## config.mk

```make
export PLATFORM = sky130hd
export DESIGN_NAME = srw_status_write_seq
export DESIGN_NICKNAME = d
export VERILOG_FILES = /design/src/rtl/srw_pkg.sv /design/src/rtl/srw_tick_timer.sv /design/src/rtl/srw_frame_builder.sv /design/src/rtl/srw_status_write_seq.sv
export SDC_FILE = /design/constraint.sdc
export NUM_CORES = 1
export LEC_CHECK = 0
export ABC_AREA = 1
export BUFFER_PORTS_ARGS = -buffer_cell sky130_fd_sc_hd__buf_2
export CORE_MARGIN = 2
export CORE_UTILIZATION = 40
export CTS_BUF_LIST = sky130_fd_sc_hd__clkbuf_8
export DETAILED_ROUTE_END_ITERATION = 8
export PLACE_DENSITY = 0.57
export SYNTH_ARGS = -nofsm -noshare
export SYNTH_HDL_FRONTEND = slang
export SYNTH_SLANG_ARGS = --single-unit
```

## constraint.sdc

```tcl
create_clock -name clk -period 3.69 [get_ports clk]
set_clock_uncertainty 0.1 [all_clocks]
set_input_delay 0 -clock clk [delete_from_list [all_inputs] [get_ports clk]]
set_output_delay 0 -clock clk [all_outputs]
set_load 0.01 [all_outputs]
```

## src/rtl/srw_pkg.sv

```systemverilog
package srw_pkg;

  typedef enum logic [2:0] {
    S_IDLE,
    S_EN_REQ,
    S_EN_WAIT,
    S_WS_REQ,
    S_WS_WAIT,
    S_DELAY,
    S_RD_REQ,
    S_RD_WAIT
  } srw_state_e;

  localparam logic [7:0] OPC_WR_ENABLE = 8'h06;
  localparam logic [7:0] OPC_SR_ENABLE = 8'h50;
  localparam logic [7:0] OPC_SR_WRITE  = 8'h01;
  localparam logic [7:0] OPC_SR_READ   = 8'h05;

endpackage

```

## src/rtl/srw_tick_timer.sv

```systemverilog
module srw_tick_timer #(
  parameter int unsigned W = 17
) (
  input  logic         clk,
  input  logic         rst_n,
  input  logic         load,
  input  logic [W-1:0] load_val,
  input  logic         tick,
  output logic         expired
);

  logic [W-1:0] cnt_q, cnt_d;
  logic         act_q, act_d;

  // Fires on the tick that consumes the last remaining count.
  assign expired = act_q && tick && (cnt_q == W'(1));

  always_comb begin
    cnt_d = cnt_q;
    act_d = act_q;
    if (load) begin
      cnt_d = load_val;
      act_d = 1'b1;
    end else if (act_q && tick) begin
      cnt_d = cnt_q - W'(1);
      act_d = (cnt_q != W'(1));
    end
  end

  always_ff @(posedge clk or negedge rst_n) begin
    if (!rst_n) begin
      cnt_q <= '0;
      act_q <= 1'b0;
    end else begin
      cnt_q <= cnt_d;
      act_q <= act_d;
    end
  end

endmodule

```

## src/rtl/srw_frame_builder.sv

```systemverilog
module srw_frame_builder
  import srw_pkg::*;
(
  input  srw_state_e  state,
  input  logic        use_sr_enable,
  input  logic [7:0]  status_byte,
  output logic        start,
  output logic [1:0]  tx_count,
  output logic [15:0] tx_data,
  output logic [1:0]  rx_count
);

  always_comb begin
    start    = 1'b0;
    tx_count = 2'd0;
    tx_data  = 16'h0000;
    rx_count = 2'd0;
    unique case (state)
      S_EN_REQ: begin
        start    = 1'b1;
        tx_count = 2'd1;
        tx_data  = {(use_sr_enable ? OPC_SR_ENABLE : OPC_WR_ENABLE), 8'h00};
      end
      S_WS_REQ: begin
        start    = 1'b1;
        tx_count = 2'd2;
        tx_data  = {OPC_SR_WRITE, status_byte};
      end
      S_RD_REQ: begin
        start    = 1'b1;
        tx_count = 2'd1;
        tx_data  = {OPC_SR_READ, 8'h00};
        rx_count = 2'd1;
      end
      default: ;
    endcase
  end

endmodule

```

## src/rtl/srw_status_write_seq.sv

```systemverilog
module srw_status_write_seq
  import srw_pkg::*;
#(
  parameter int unsigned INIT_WAIT_TICKS = 100000,
  parameter int unsigned POLL_WAIT_TICKS = 10000,
  parameter int unsigned MAX_POLLS       = 490
) (
  input  logic        clk,
  input  logic        rst_n,
  input  logic        tick_us,
  input  logic        req,
  input  logic [7:0]  new_status,
  input  logic        cap_wr_enable,
  input  logic        cap_sr_enable,
  output logic        busy,
  output logic        done,
  output logic        err,
  output logic        timeout,
  output logic        spi_start,
  output logic [1:0]  spi_tx_count,
  output logic [15:0] spi_tx_data,
  output logic [1:0]  spi_rx_count,
  input  logic        spi_done,
  input  logic        spi_fail,
  input  logic [7:0]  spi_rx_byte
);

  localparam int unsigned TMAX = (INIT_WAIT_TICKS > POLL_WAIT_TICKS) ?
                                 INIT_WAIT_TICKS : POLL_WAIT_TICKS;
  localparam int unsigned TW   = $clog2(TMAX + 1);
  localparam int unsigned PW   = $clog2(MAX_POLLS + 1);

  srw_state_e    state_q, state_d;
  logic          use_sr_q, use_sr_d;
  logic          retry_ok_q;
  logic [7:0]    status_q;
  logic [PW-1:0] polls_q, polls_d;
  logic          done_q, err_q, to_q;

  logic          capture, use_sr_en, polls_en;
  logic          tmr_load, tmr_exp;
  logic [TW-1:0] tmr_val;
  logic          fin_done, fin_err, fin_to;
  logic          att_fail, fail_is_to;

  srw_tick_timer #(.W(TW)) u_timer (
    .clk      (clk),
    .rst_n    (rst_n),
    .load     (tmr_load),
    .load_val (tmr_val),
    .tick     (tick_us),
    .expired  (tmr_exp)
  );

  srw_frame_builder u_frame (
    .state         (state_q),
    .use_sr_enable (use_sr_q),
    .status_byte   (status_q),
    .start         (spi_start),
    .tx_count      (spi_tx_count),
    .tx_data       (spi_tx_data),
    .rx_count      (spi_rx_count)
  );

  // Next-state logic
  always_comb begin
    state_d    = state_q;
    use_sr_d   = use_sr_q;
    polls_d    = polls_q;
    capture    = 1'b0;
    use_sr_en  = 1'b0;
    polls_en   = 1'b0;
    tmr_load   = 1'b0;
    tmr_val    = TW'(POLL_WAIT_TICKS);
    fin_done   = 1'b0;
    fin_err    = 1'b0;
    fin_to     = 1'b0;
    att_fail   = 1'b0;
    fail_is_to = 1'b0;

    unique case (state_q)
      S_IDLE: if (req) begin
        capture   = 1'b1;
        use_sr_en = 1'b1;
        use_sr_d  = !cap_wr_enable;
        state_d   = S_EN_REQ;
      end
      S_EN_REQ:  state_d = S_EN_WAIT;
      S_EN_WAIT: if (spi_done) begin
        if (spi_fail) att_fail = 1'b1;
        else          state_d  = S_WS_REQ;
      end
      S_WS_REQ:  state_d = S_WS_WAIT;
      S_WS_WAIT: if (spi_done) begin
        if (spi_fail) att_fail = 1'b1;
        else begin
          tmr_load = 1'b1;
          tmr_val  = TW'(INIT_WAIT_TICKS);
          polls_en = 1'b1;
          polls_d  = '0;
          state_d  = S_DELAY;
        end
      end
      S_DELAY:   if (tmr_exp) state_d = S_RD_REQ;
      S_RD_REQ:  state_d = S_RD_WAIT;
      S_RD_WAIT: if (spi_done) begin
        if (!spi_rx_byte[0]) begin
          fin_done = 1'b1;
          state_d  = S_IDLE;
        end else if (polls_q == PW'(MAX_POLLS)) begin
          att_fail   = 1'b1;
          fail_is_to = 1'b1;
        end else begin
          polls_en = 1'b1;
          polls_d  = polls_q + PW'(1);
          tmr_load = 1'b1;
          state_d  = S_DELAY;
        end
      end
      default:   state_d = S_IDLE;
    endcase

    if (att_fail) begin
      if (retry_ok_q && !use_sr_q) begin
        use_sr_en = 1'b1;
        use_sr_d  = 1'b1;
        state_d   = S_EN_REQ;
      end else begin
        state_d = S_IDLE;
        fin_err = !fail_is_to;
        fin_to  = fail_is_to;
      end
    end
  end

  // Registers
  always_ff @(posedge clk or negedge rst_n) begin
    if (!rst_n) begin
      state_q    <= S_IDLE;
      use_sr_q   <= 1'b0;
      retry_ok_q <= 1'b0;
      status_q   <= 8'h00;
      polls_q    <= '0;
      done_q     <= 1'b0;
      err_q      <= 1'b0;
      to_q       <= 1'b0;
    end else begin
      state_q <= state_d;
      if (capture) begin
        status_q   <= new_status;
        retry_ok_q <= cap_wr_enable && cap_sr_enable;
      end
      if (use_sr_en) use_sr_q <= use_sr_d;
      if (polls_en)  polls_q  <= polls_d;
      done_q <= fin_done;
      err_q  <= fin_err;
      to_q   <= fin_to;
    end
  end

  assign busy    = (state_q != S_IDLE);
  assign done    = done_q;
  assign err     = err_q;
  assign timeout = to_q;

endmodule

```

==> flow_metrics.tcl <==
set metrics [dict create \
    status "finished, final reports clean" \
    setup_viol 0 \
    yosysMostFrequentCell "nand2_1" \
    synth_ff_type "dfrtp_1" \
    switchingPower_mw 0.977 \
    synth.avg_cell_area_um2 7.19 \
    hpwl_um 4290 \
    nets 459 \
    start_util_pct 41.8 \
    reg2reg_slack_ps 1370 \
    intPower_mw 1.31 \
    power_frac_seq_pct 34.4 \
    h-tree-depth 2 \
    rsz0062_at_grt "no" \
    drt_iter0_drc 122 \
    port_buffers 37 \
    synth_edf_count 0 \
    drive_above_1_share_pct 15.4 \
    drc_errors 0 \
    die_h_um 86.0 \
    critPathArrivalTime_ps 2450 \
    post-route-util_pct 49.7 \
    yosys.cell_types.count 32 \
    ir_worst_vdd_v 0.000416 \
    place_inst 481 \
    path_clk_slew_ps 80 \
    yosys_warnings 0 \
    tightest_slew_ps 974 \
    overflow 0 \
    synth_top_area_cell "dfrtp_1" \
    antenna_found_initial 0 \
    required_ps 3820 \
    ys_seq_elements 43 \
    area_growth_pct 18.8 \
    worstSetupPathType "flop to flop" \
    core_area_um2 6420 \
    io_pins 49 \
    mappedNetlistArea_um2 2690 \
    multi_input_area_um2 1360 \
    cp-start-kind "flop" \
    cts_tree "done" \
    grt_pass1_wl_um 10300 \
    place.gp.congestion 0.794 \
    grt_max_degree 44 \
    drv_cap 0 \
    maxSlewViolCount 0 \
    power.leakage_nw 1.71 \
    worstPathMaxFanout 14 \
    power_frac_comb_pct 46.6 \
    wl_um 5970 \
    ant_nets 0 \
    period_share_pct 62.8 \
    wl_per_cell_um 11.8 \
    synth_area_leaders "dfrtp_1 40%, nand2_1 15%, nor2_1 8.5%" \
    num_antenna_cells 0 \
    seqCellArea_um2 1080 \
    root_buffer "clkbuf_8" \
    worstSetupEndpointType "flop" \
    via_per_inst 4.79 \
    max-slew-margin-rel_pct 35.1 \
    synth_cells 374 \
    seq_area_frac_synth_pct 40.0 \
    p_sw_share_pct 42.8 \
    num_vias 2421 \
    die-area_um2 7390 \
    cts-buffers-inserted 5 \
    hp-class "primary input to flop" \
    synth_top_cell_area_share_pct 40.0 \
    clkLatencyLatePin_ps 290 \
    final_cells 505 \
    grt_pass1_vias 2340 \
    hold_violations 0 \
    cts.sinks 43 \
    p_per_area_nw_per_um2 715 \
    p_clk_share_pct 19.0 \
    max_clock_freq_mhz 432 \
    num_rows 29 \
    netlist_top_cells_count "110 x nand2_1, 61 x nor2_1, 43 x dfrtp_1" \
    grt.total_usage_pct 17.3 \
    clockBufferDepth 2 \
    min_period_ps 2320 \
    fillers 666 \
    die_w_um 86.0 \
    first_pass_iters 4 \
    async_reset_ff_share_pct 100 \
    tns_ps 0 \
]
[cell type report]
cell class	count	share of cell area (%)
Clock inverter	3	2.00
Sequential cell	43	33.7
Tap cell	77	3.02
Timing Repair Buffer	53	10.8
Inverter	48	5.64
Clock buffer	5	2.16
Multi-Input combinational cell	276	42.7
[flip-flops by register name (all words and copies together) (netlist names), 3 cells and up]
name	flops
state_q	3
polls_q	9
status_q	8
u_timer.cnt_q	17
[cell families after synthesis]
family	Yosys count	share of synthesized area, %
AOI/OAI and AO/OA	25	4.98
xor gates and xnor gates	15	4.89
adders and majority gates	8	3.72
buffers and inverters	58	9.73
DFF	43	40.0
other	1	0.140
and+or+nand+nor	224	36.5
[final timing paths]
path / startpoint / end / cells past startpoint
worst max-delay path: state_q[2]$_DFFE_PN0P_ / use_sr_q$_DFFE_PN0P_ / 7
worst min-delay path: spi_rx_byte[0] / timeout$_DFF_PN0_ / 5
worst max register to register: state_q[2]$_DFFE_PN0P_ / use_sr_q$_DFFE_PN0P_ / 7
worst min register to register: u_timer.act_q$_DFFE_PN0P_ / u_timer.act_q$_DFFE_PN0P_ / 2
max in group asynchronous: rst_n / err$_DFF_PN0_ / 2
min in group asynchronous: rst_n / u_timer.cnt_q[1]$_DFFE_PN0P_ / 2
[repair_timing]
item                                   CTS  global route
endpoints found under the hold margin   57             0
gates resized for setup                  0             0
setup buffers                            0             0
hold buffers                            16             0
[power groups by stage]
stage / clock (mW) / combinational (mW) / sequential (mW)
3_3_place_gp: 0 / 1.03 / 0.791
6_report: 0.434 / 1.06 / 0.785
5_1_grt: 0.467 / 1.24 / 0.811
3_5_place_dp: 0 / 1.04 / 0.793
2_1_floorplan: 0 / 0.851 / 0.744
4_1_cts: 0.451 / 1.07 / 0.785
[per-layer routing]
metal / vias to the layer above / share of wire (%) / global-route usage (%)
li1: 1252 / - / -
met1: 1127 / 48 / 22.6
met2: 38 / 48 / 28.8
met3: 4 / 3.2 / 3.18
met4: 0 / 0.60 / 6.06
met5: - / 0 / 0
[per-stage QoR]
| step | hold WS [ps] | setup slack (ps) | total power, mW | area (um2) |
|---|---|---|---|---|
| 6_report | 71.1 | 1370 | 2.28 | 3190 |
| 5_1_grt | 104 | 1190 | 2.52 | 3190 |
| 4_1_cts | 61.9 | 1360 | 2.31 | 3190 |
| 3_5_place_dp | 121 | 1540 | 1.84 | 2900 |
| 3_3_place_gp | 110 | 1580 | 1.82 | 2900 |
| 2_1_floorplan | -396 | 2060 | 1.60 | 2700 |
[critical path, stage by stage (launching register included)]
cell	delay, ps
dfrtp_1	580
nand2_4	210
nor2_1	250
nand4_1	170
nand2_1	180
nand3_1	120
o211ai_1	90
dlygate4sd3_1	560
[cell usage in the layout, fill, tap and decap left out]
| cell | Yosys | final |
|---|---|---|
| nor2_1 | 61 | 61 |
| xor2_1 | 10 | 10 |
| xnor2_1 | 5 | 5 |
| or2_2 | 1 | 1 |
| nand3b_1 | 4 | 4 |
| a21oi_1 | 4 | 4 |
| nand2_2 | 1 | 1 |
| conb_1 | 1 | 4 |
| inv_1 | 39 | 40 |
| o211ai_1 | 2 | 2 |
| ha_1 | 8 | 8 |
| dfrtp_1 | 43 | 43 |
| nand2_1 | 110 | 110 |
| nand2_4 | 1 | 1 |
| nand3_1 | 26 | 26 |
| clkbuf_8 | 0 | 5 |
| nor3b_1 | 2 | 2 |
| bufinv_16 | 0 | 2 |
| nand4_2 | 1 | 1 |
| dlygate4sd3_1 | 0 | 16 |
| nor4_1 | 1 | 1 |
| nand3_2 | 1 | 1 |
| o21ai_0 | 3 | 3 |
| o21ai_2 | 1 | 1 |
| or2_1 | 1 | 1 |
| buf_2 | 2 | 37 |
| nor2_2 | 4 | 4 |
| o21ai_1 | 15 | 15 |
| nand3_4 | 1 | 1 |
| inv_2 | 9 | 9 |
| nand4_1 | 4 | 4 |
| nor3_1 | 3 | 3 |
| nor2_4 | 2 | 2 |
No activity file was read; power rests on OpenSTA's default activity.
